<file path="src/rtl/ras_pkg.sv">
package ras_pkg;

  typedef enum logic [1:0] {
    WR_NEXT = 2'd0,
    WR_TOP  = 2'd1,
    WR_EXT  = 2'd2
  } wrSrc_e;

  typedef struct packed {
    logic   ptrLoad;
    logic   ptrInc;
    logic   ptrDec;
    logic   wrEn;
    wrSrc_e wrSrc;
  } rasStrobes_t;

endpackage

</file>
<file path="src/rtl/ras_ctrl.sv">
module ras_ctrl
  import ras_pkg::*;
(
  input  logic        clk,
  input  logic        rstN,
  input  logic        pushValid,
  input  logic        popValid,
  input  logic        undoValid,
  input  logic        restoreValid,
  output rasStrobes_t strb
);

  always_comb begin
    strb = '0;
    strb.wrSrc = WR_NEXT;
    if (restoreValid) begin
      strb.ptrLoad = 1'b1;
      strb.wrEn    = 1'b1;
      strb.wrSrc   = WR_EXT;
    end else if (undoValid) begin
      strb.ptrDec = 1'b1;
    end else if (pushValid && popValid) begin
      strb.wrEn  = 1'b1;
      strb.wrSrc = WR_TOP;
    end else if (pushValid) begin
      strb.ptrInc = 1'b1;
      strb.wrEn   = 1'b1;
    end else if (popValid) begin
      strb.ptrDec = 1'b1;
    end
  end

  // an undo without restore never writes an entry
  a_r8_undo_no_write: assert property (@(posedge clk) disable iff (!rstN)
    (undoValid && !restoreValid) |-> !strb.wrEn);

  // a restore always takes the pointer, never steps it
  a_r7_restore_wins: assert property (@(posedge clk) disable iff (!rstN)
    restoreValid |-> (strb.ptrLoad && !strb.ptrInc && !strb.ptrDec));

endmodule

</file>
<file path="src/rtl/ras_datapath.sv">
module ras_datapath
  import ras_pkg::*;
#(
  parameter int NUM_THREADS = 2,
  parameter int DEPTH       = 8,
  parameter int ADDR_W      = 32,
  parameter int INST_BYTES  = 4,
  localparam int IDX_W      = (DEPTH > 1) ? $clog2(DEPTH) : 1,
  localparam int TID_W      = (NUM_THREADS > 1) ? $clog2(NUM_THREADS) : 1
) (
  input  logic              clk,
  input  logic              rstN,
  input  logic [TID_W-1:0]  threadId,
  input  rasStrobes_t       strb,
  input  logic [ADDR_W-1:0] pushPc,
  input  logic [IDX_W-1:0]  restoreIdx,
  input  logic [ADDR_W-1:0] restoreAddr,
  output logic              retValid,
  output logic [ADDR_W-1:0] retTarget,
  output logic [IDX_W-1:0]  ckptIdx,
  output logic [ADDR_W-1:0] ckptAddr,
  output logic [IDX_W-1:0]  pushSlot
);

  localparam logic [IDX_W-1:0] LAST_IDX = IDX_W'(DEPTH - 1);

  function automatic logic [IDX_W-1:0] stepUp(input logic [IDX_W-1:0] i);
    return (i == LAST_IDX) ? '0 : i + 1'b1;
  endfunction

  function automatic logic [IDX_W-1:0] stepDown(input logic [IDX_W-1:0] i);
    return (i == '0) ? LAST_IDX : i - 1'b1;
  endfunction

  logic [IDX_W-1:0]  tosQ   [NUM_THREADS];
  logic [ADDR_W-1:0] entryQ [NUM_THREADS][DEPTH];
  logic              validQ [NUM_THREADS][DEPTH];

  logic [IDX_W-1:0]  curTos, nextSlot, wrIdx, newTos;
  logic [ADDR_W-1:0] wrData, topVal;
  logic              topVld;

  assign curTos   = tosQ[threadId];
  assign nextSlot = stepUp(curTos);
  assign topVal   = entryQ[threadId][curTos];
  assign topVld   = validQ[threadId][curTos];

  always_comb begin
    unique case (strb.wrSrc)
      WR_TOP:  wrIdx = curTos;
      WR_EXT:  wrIdx = restoreIdx;
      default: wrIdx = nextSlot;
    endcase
    wrData = (strb.wrSrc == WR_EXT) ? restoreAddr : pushPc + ADDR_W'(INST_BYTES);
    if (strb.ptrLoad)     newTos = restoreIdx;
    else if (strb.ptrInc) newTos = nextSlot;
    else if (strb.ptrDec) newTos = stepDown(curTos);
    else                  newTos = curTos;
  end

  always_ff @(posedge clk or negedge rstN) begin
    if (!rstN) begin
      for (int t = 0; t < NUM_THREADS; t++) begin
        tosQ[t] <= '0;
        for (int d = 0; d < DEPTH; d++) begin
          entryQ[t][d] <= '0;
          validQ[t][d] <= 1'b0;
        end
      end
    end else begin
      for (int t = 0; t < NUM_THREADS; t++) begin
        if (TID_W'(t) == threadId) begin
          tosQ[t] <= newTos;
          if (strb.wrEn) begin
            entryQ[t][wrIdx] <= wrData;
            validQ[t][wrIdx] <= 1'b1;
          end
        end
      end
    end
  end

  assign retValid  = topVld;
  assign retTarget = topVld ? topVal : '0;
  assign ckptIdx   = curTos;
  assign ckptAddr  = topVal;
  assign pushSlot  = (strb.wrSrc == WR_TOP) ? curTos : nextSlot;

  for (genvar t = 0; t < NUM_THREADS; t++) begin : gChk
    // restore loads the pointer and the slot value
    a_r6_restore_loads: assert property (@(posedge clk) disable iff (!rstN)
      (strb.ptrLoad && threadId == TID_W'(t)) |=>
        (tosQ[t] == $past(restoreIdx) && entryQ[t][tosQ[t]] == $past(restoreAddr)
         && validQ[t][tosQ[t]]));

    // a plain push lands one slot up, valid, holding pc plus size
    a_r4_push_lands: assert property (@(posedge clk) disable iff (!rstN)
      (strb.ptrInc && threadId == TID_W'(t)) |=>
        (tosQ[t] == stepUp($past(tosQ[t])) && validQ[t][tosQ[t]]
         && entryQ[t][tosQ[t]] == $past(pushPc) + ADDR_W'(INST_BYTES)));

    // a pop or undo steps the pointer down with wrap
    a_r10_step_down_wraps: assert property (@(posedge clk) disable iff (!rstN)
      (strb.ptrDec && threadId == TID_W'(t)) |=>
        (tosQ[t] == stepDown($past(tosQ[t]))));

    // unselected threads keep their pointer
    a_r9_other_thread_stable: assert property (@(posedge clk) disable iff (!rstN)
      (threadId != TID_W'(t)) |=> $stable(tosQ[t]));
  end

endmodule

</file>
<file path="src/rtl/ras_top.sv">
module ras_top
  import ras_pkg::*;
#(
  parameter int NUM_THREADS = 2,
  parameter int DEPTH       = 8,
  parameter int ADDR_W      = 32,
  parameter int INST_BYTES  = 4,
  localparam int IDX_W      = (DEPTH > 1) ? $clog2(DEPTH) : 1,
  localparam int TID_W      = (NUM_THREADS > 1) ? $clog2(NUM_THREADS) : 1
) (
  input  logic              clk,
  input  logic              rstN,
  input  logic [TID_W-1:0]  threadId,
  input  logic              pushValid,
  input  logic [ADDR_W-1:0] pushPc,
  input  logic              popValid,
  input  logic              undoValid,
  input  logic              restoreValid,
  input  logic [IDX_W-1:0]  restoreIdx,
  input  logic [ADDR_W-1:0] restoreAddr,
  output logic              retValid,
  output logic [ADDR_W-1:0] retTarget,
  output logic [IDX_W-1:0]  ckptIdx,
  output logic [ADDR_W-1:0] ckptAddr,
  output logic [IDX_W-1:0]  pushSlot
);

  rasStrobes_t strb;

  ras_ctrl uCtrl (
    .clk(clk), .rstN(rstN),
    .pushValid(pushValid), .popValid(popValid),
    .undoValid(undoValid), .restoreValid(restoreValid),
    .strb(strb)
  );

  ras_datapath #(
    .NUM_THREADS(NUM_THREADS), .DEPTH(DEPTH),
    .ADDR_W(ADDR_W), .INST_BYTES(INST_BYTES)
  ) uDp (
    .clk(clk), .rstN(rstN), .threadId(threadId), .strb(strb),
    .pushPc(pushPc), .restoreIdx(restoreIdx), .restoreAddr(restoreAddr),
    .retValid(retValid), .retTarget(retTarget),
    .ckptIdx(ckptIdx), .ckptAddr(ckptAddr), .pushSlot(pushSlot)
  );

  // an invalid top never leaks a target
  a_r2_invalid_is_zero: assert property (@(posedge clk) disable iff (!rstN)
    !retValid |-> (retTarget == '0));

endmodule

</file>
<file path="config.mk">
export PLATFORM = sky130hd
export DESIGN_NAME = ras_top
export DESIGN_NICKNAME = d
export VERILOG_FILES = /design/src/rtl/ras_pkg.sv /design/src/rtl/ras_ctrl.sv /design/src/rtl/ras_datapath.sv /design/src/rtl/ras_top.sv
export SDC_FILE = /design/constraint.sdc
export NUM_CORES = 1
export LEC_CHECK = 0
export ABC_AREA = 0
export BUFFER_PORTS_ARGS = -buffer_cell sky130_fd_sc_hd__buf_2
export CORE_MARGIN = 3
export CORE_UTILIZATION = 27
export CTS_CLUSTER_DIAMETER = 50
export DETAILED_ROUTE_END_ITERATION = 10
export GPL_ROUTABILITY_DRIVEN = 0
export PLACE_DENSITY = 0.49
export SLEW_MARGIN = 20
export SYNTH_ARGS = -nofsm -noshare
export SYNTH_HDL_FRONTEND = slang
export SYNTH_HIERARCHICAL = 1
export SYNTH_SLANG_ARGS = --single-unit
</file>
<file path="constraint.sdc">
create_clock -name clk -period 6 [get_ports clk]
set_input_delay 1.2 -clock clk [delete_from_list [all_inputs] [get_ports clk]]
set_output_delay 1.2 -clock clk [all_outputs]
set_load 0.05 [all_outputs]
</file>
==> results.yml, run 1 <==
route:
  viasPerCell: 5.60
  drc: 0
  first_pass_iters: 5
  drt_wl_total_microns: 92000
  drtIter0Drc: 1903
  num_vias: 21492
  wl_per_cell_microns: 24.0
  ant_nets: 0
yosys:
  synth_edf_count: 0
  yosys_register_bits: 534
  syn_nets: 2591
  synthArstFlopShare_pct: 100
  syn_area_sq_um: 26100
  synth_warnings: 6
  avgSynthCellArea_sq_um: 10.4
  ys_seq_area_share_pct: 51.3
  synthTopCellsByArea: "dfrtp_1, o21ai_0, mux4_2, mux2i_1, clkbuf_1"
  synthCells: 2510
  yosysTopAreaCellShare_pct: 51.3
  synth_top_flop_cell: "dfrtp_1"
  synth_top_area_cell: "dfrtp_1"
  synth_cell_types: 69
clocking:
  cts_setup_buffers: 0
  clockRootBuffer: "clkbuf_16"
  clock_latency_ps: 610
  cts_buffer_depth: 3
  tritoncts: "built"
  path_clk_slew_ps: 60
  numCtsBuffers: 56
  clkSinkCount: 534
  ctsResizeCount: 0
  htree_levels: 2
  cts-hold-fix-buffers: 0
worst_setup_path:
  cp.depth: 9
  cpMostUsedCell: "buf_4"
  rrSetupSlack_ps: 1930
  critPathTopFamily: "buffers and inverters"
  cp-end-kind: "output pin"
  cpPeakStageDelay_ps: 720
  arrival_ps: 4140
  worstSetupPathType: "in2out"
  cp-start-kind: "input port"
  reg2regPathDepth: 11
  cp_max_fo: 62
  r2r-end: "uDp/entryQ[160]"
  r2r_start: "uDp/tosQ[0]"
  required_ps: 4800
  cp_cell_sequence: "buf_4 > mux2i_4 > inv_6 > buf_4 > and3_1 > a2111oi_0 > o32ai_1 > and2_1 > buf_2"
  crit_path_top_delay_cell: "o32ai_1"
  critPathBufInv: 4
final_layout:
  drive_above_1_share_pct: 19.5
  final_cell_mix: "o21ai_0, dfrtp_1, buf_2"
  final_common_cell: "o21ai_0"
  final.fill_count: 9794
  area_growth_pct: 15.2
  multi_input_area_sq_um: 11700
  register_area_sq_um: 13400
  fin_nets: 2611
power_and_ir_drop:
  p_int_mw: 9.18
  powerDensity_nw_per_um2: 486
  peakVddDrop_uv: 229
  cellLeakagePower_nw: 12.2
  seqPwrFrac_pct: 42.0
  clockPowerShare_pct: 23.3
  pwr-share-comb_pct: 34.7
  power_switching_mw: 5.41
  swShare_pct: 37.1
floorplanning:
  start_util_pct: 27.3
  dieArea_sq_um: 100000
  fp.coreArea_sq_um: 95300
  die_x_microns: 317
  fp-row-count: 113
  io_pins: 145
  die_h_microns: 317
sta:
  slew_viol_final: 0
  setup_tns_ps: 0
  setup_slack_ps: 656
  setup_viol: 0
  relSlewSlack_pct: 23.2
  finalCritPeriodShare_pct: 89.1
  final_hold_viol_count: 0
  rsz0062_at_grt: "false"
  period_minus_slack_ps: 5340
  fmax_mhz: 187
  fin_skew_ps: 15.1
  tightest_slew_ps: 1150
global_route:
  grt_usage_pct: 18.2
  grt_pass1_vias: 21825
  met3_usage_pct: 3.01
  grt_pass1_wl_microns: 140000
  gr-usage-met2_pct: 30.1
  antenna_found_initial: 0
  grt_max_degree: 123
  grt_overflow: 0
  grtUsageMet1_pct: 24.5
  grt-busiest-layer: "met2"
worst_hold_path:
  hp-start: "uDp/validQ[12]"
  hold_path_class: "reg2reg"
  min_to: "uDp/validQ[12]"
  min_path_cells: 1
placed_design:
  dp_slack_ps: 633
  portBuffers: 144
  hpwl_microns: 56200
outcome:
  status: "completed"
job:
  maxCapViolations: 0
layout make-up:
type,count,share of cell area (%)
Tap cell,1265,5.27
Clock inverter,7,0.221
Antenna cell,4,0.0333
Sequential cell,534,44.5
Timing Repair Buffer,233,5.01
Multi-Input combinational cell,1689,39.0
Clock buffer,93,5.67
Inverter,16,0.217
routing by layer:
| metal | vias up | routed length (microns) |
|---|---|---|
| met2 | 906 | 43800 |
| met1 | 11113 | 39500 |
| met3 | 167 | 6160 |
| met4 | 0 | 2490 |
| li1 | 9306 | - |
| met5 | - | 0 |
registers in the layout, indices dropped and copies added (netlist names):
name / flops
uDp/entryQ: 512
uDp/validQ: 16
uDp/tosQ: 6
synthesized netlist by cell type, drive strengths merged (2+ instances only):
| cell | n |
|---|---|
| and3 | 40 |
| nor4b | 2 |
| dfrtp | 534 |
| o21ai | 907 |
| clkbuf | 216 |
| o31ai | 9 |
| nor2b | 71 |
| ha | 7 |
| nor3 | 6 |
| and4 | 4 |
| o211ai | 33 |
| nand3 | 27 |
| a32o | 48 |
| xnor2 | 12 |
| o31a | 4 |
| a22oi | 3 |
| inv | 15 |
| mux4 | 66 |
| o32a | 4 |
| o21a | 5 |
| xor2 | 2 |
| o32ai | 37 |
| nand4 | 11 |
| nand2 | 50 |
| nand2b | 35 |
| a2111oi | 33 |
| or3b | 2 |
| a21oi | 11 |
| mux2i | 83 |
| mux2 | 50 |
| and2 | 33 |
| buf | 55 |
| nor4 | 9 |
| nor2 | 62 |
| a22o | 4 |
| a31oi | 2 |
| or4 | 4 |
worst max path at each step:
stage,startpoint,to
floorplan,threadId,retTarget[24]
global placement,threadId,retTarget[7]
detailed placement,threadId,retTarget[12]
CTS,threadId,retTarget[12]
global route,threadId,retTarget[12]
finish,threadId,retTarget[7]
cells by family (layout without fill, tap and decap cells):
group | after synthesis | count (layout) | synth area share, %
and+or+nand+nor | 361 | 361 | 7.71
muxes | 199 | 199 | 11.1
other | 0 | 4 | 0
adders and majority gates | 7 | 7 | 0.336
DFF | 534 | 534 | 51.3
buffers and inverters | 287 | 349 | 4.47
xor gates and xnor gates | 14 | 14 | 0.471
AOI/OAI and AO/OA | 1108 | 1108 | 24.6
metrics by stage:
step	utilization (%)	total power, mW	hold WS (ps)	cell area [sq um]	instances
after detailed placement	29.6	11.3	445	28200	3736
after CTS	31.5	14.7	465	30000	3836
after floorplan	-	9.55	426	26100	2510
final	31.5	14.6	467	30000	3841
after global placement	29.6	11.0	444	28200	3736
after global routing	31.5	15.5	480	30000	3837
power by group through the flow:
stage | clock [mW] | sequential [mW] | combinational, mW
after global placement | 0 | 6.07 | 4.97
after global routing | 3.62 | 6.32 | 5.59
final | 3.40 | 6.12 | 5.06
after floorplan | 0 | 5.83 | 3.72
after CTS | 3.48 | 6.11 | 5.09
after detailed placement | 0 | 6.17 | 5.09
worst reg2reg max path: stages, from the launching register on:
cell	delay, ps
dfrtp_2	740
mux2i_4	250
inv_2	230
ha_1	190
ha_1	160
nand3b_1	130
o221ai_1	440
nand3_4	260
buf_4	400
nand2b_2	580
buf_4	400
o21ai_0	130
No activity file was read; power rests on OpenSTA's default activity.
==> run 2, diff against run 1 <==
--- a/config.mk
+++ b/config.mk
@@ -12,7 +12,6 @@
 export CTS_CLUSTER_DIAMETER = 50
 export DETAILED_ROUTE_END_ITERATION = 10
 export GPL_ROUTABILITY_DRIVEN = 0
-export PLACE_DENSITY = 0.49
 export SLEW_MARGIN = 20
 export SYNTH_ARGS = -nofsm -noshare
 export SYNTH_HDL_FRONTEND = slang
==> run 2 against run 1 <==
  * Cell count decreased by 0.18%
  * Combinational power hardly changed
  * Register-to-register slack worse by 160 ps
  * Worst hold slack got worse by 6.7 ps
  * Wire length down 3.8%
  * First-iteration DRC count increased by 4.3%
  * Clock skew is 7.1 ps higher
  * Power is 0.60% higher
  * Sequential share of layout area decreased by 0.26 points
  * Via count fell by 0.83%
  * Critical path type unchanged
  * Highest routed layer unchanged
==> results.yml, run 2 (same netlist as run 1, synthesis figures left out) <==
outcome:
  status: "completed"
route:
  viasPerCell: 5.56
  wl_per_cell_microns: 23.1
  ant_nets: 0
  drtIter0Drc: 1984
  num_vias: 21313
  first_pass_iters: 5
  drt_wl_total_microns: 88500
  drc: 0
placed_design:
  portBuffers: 144
  hpwl_microns: 52100
floorplanning:
  io_pins: 145
  dieArea_sq_um: 100000
  die_h_microns: 317
  fp-row-count: 113
  fp.coreArea_sq_um: 95300
  start_util_pct: 27.3
  die_x_microns: 317
final_layout:
  final_common_cell: "o21ai_0"
  fin_nets: 2607
  area_growth_pct: 15.9
  drive_above_1_share_pct: 19.9
  top_register: "uDp/entryQ"
  final_cell_mix: "o21ai_0, dfrtp_1, buf_2"
  largestRegisters: "uDp/entryQ x512, uDp/validQ x16, uDp/tosQ x6"
  final.fill_count: 9826
  largest_reg_flops: 512
global_route:
  grt_overflow: 0
  grt_max_degree: 143
  grt_pass1_vias: 21077
  antenna_found_initial: 0
  grt_pass1_wl_microns: 136000
  grt_usage_pct: 17.5
clocking:
  tritoncts: "built"
  clock_latency_ps: 620
  cts-hold-fix-buffers: 0
  ctsResizeCount: 0
  clockRootBuffer: "clkbuf_16"
  htree_levels: 2
  cts_setup_buffers: 0
  path_clk_slew_ps: 60
  cts_buffer_depth: 3
  clkSinkCount: 534
  numCtsBuffers: 54
sta:
  whs_ps: 460
  setup_tns_ps: 0
  period_minus_slack_ps: 5230
  relSlewSlack_pct: 22.9
  rsz0062_at_grt: "false"
  slew_viol_final: 0
  tightest_slew_ps: 1150
  final_hold_viol_count: 0
  fin_skew_ps: 22.1
  setup_viol: 0
  fmax_mhz: 191
  finalCritPeriodShare_pct: 87.2
worst_hold_path:
  hold_path_class: "reg2reg"
power_and_ir_drop:
  cellLeakagePower_nw: 12.3
  powerDensity_nw_per_um2: 486
  peakVddDrop_uv: 232
worst_setup_path:
  cp_max_fo: 44
  worstSetupPathType: "in2out"
  cp-start-kind: "input port"
  required_ps: 4800
  arrival_ps: 4030
  cp-end-kind: "output pin"
job:
  maxCapViolations: 0
[run 2: cell types whose count changed in the layout (fill, tap and decap cells not counted), sizes merged]
cell | before | now
buf | 233 | 231
bufinv | 1 | 3
clkinv | 5 | 7
clkinvlp | 1 | 4
clkbuf | 93 | 79
diode | 4 | 1
inv | 16 | 21
[run 2: where the power goes]
group / switching, mW / leakage (nW) / internal, mW
Sequential: 0.850 / 6.69 / 5.28
Clock: 1.49 / 0.870 / 1.96
Combinational: 3.10 / 4.72 / 1.99
[run 2: worst paths after layout]
kind	endpoint	slack [ps]	startpoint	cells past startpoint
max	retTarget[12]	770	threadId	11
max reg2reg	uDp/entryQ[128]	1770	uDp/tosQ[5]	9
max in group asynchronous	uDp/entryQ[182]	4080	rstN	2
min in group asynchronous	uDp/entryQ[419]	590	rstN	1
min reg2reg	uDp/validQ[8]	460	uDp/validQ[8]	1
min	uDp/validQ[8]	460	uDp/validQ[8]	1
[run 2: stage by stage]
| stage | worst slack, ps | utilization, % | std cells | power (mW) | cell area, sq um |
|---|---|---|---|---|---|
| finish | 766 | 31.7 | 3834 | 14.7 | 30200 |
| CTS | 728 | 31.7 | 3833 | 14.7 | 30200 |
| global placement | 673 | 29.8 | 3735 | 11.1 | 28400 |
| floorplan | 410 | - | 2510 | 9.55 | 26100 |
| detailed placement | 729 | 29.8 | 3735 | 11.3 | 28400 |
| global route | 683 | 31.7 | 3833 | 15.6 | 30200 |
[run 2: layout make-up]
cell class	instances	area (sq um)	area share (%)
Antenna cell	1	2.50	0.00829
Clock buffer	79	1580	5.22
Clock inverter	19	210	0.696
Inverter	16	65.1	0.215
Multi-Input combinational cell	1689	11700	38.9
Sequential cell	534	13400	44.3
Tap cell	1265	1580	5.24
Timing Repair Buffer	231	1650	5.47
[run 2: layer usage]
layer  global-route usage [%]  part of all wire [%]  routed length [microns]  vias to the layer above
li1                         -                     -                        -                     9299
met5                        0                     0                        0                        -
met2                     28.3                    47                    41800                      844
met4                     6.34                   3.6                     3190                        0
met3                     2.61                   6.3                     5610                      172
met1                     23.7                    43                    37900                    10998
[run 2: worst max-delay path, cell delays in order]
cell and delay [ps]:
buf_4 130, mux2i_4 410, inv_6 270, buf_4 260, buf_12 170, and3_1 200
a2111oi_0 630, o32ai_1 160, buf_4 190, and2_1 150, buf_2 210
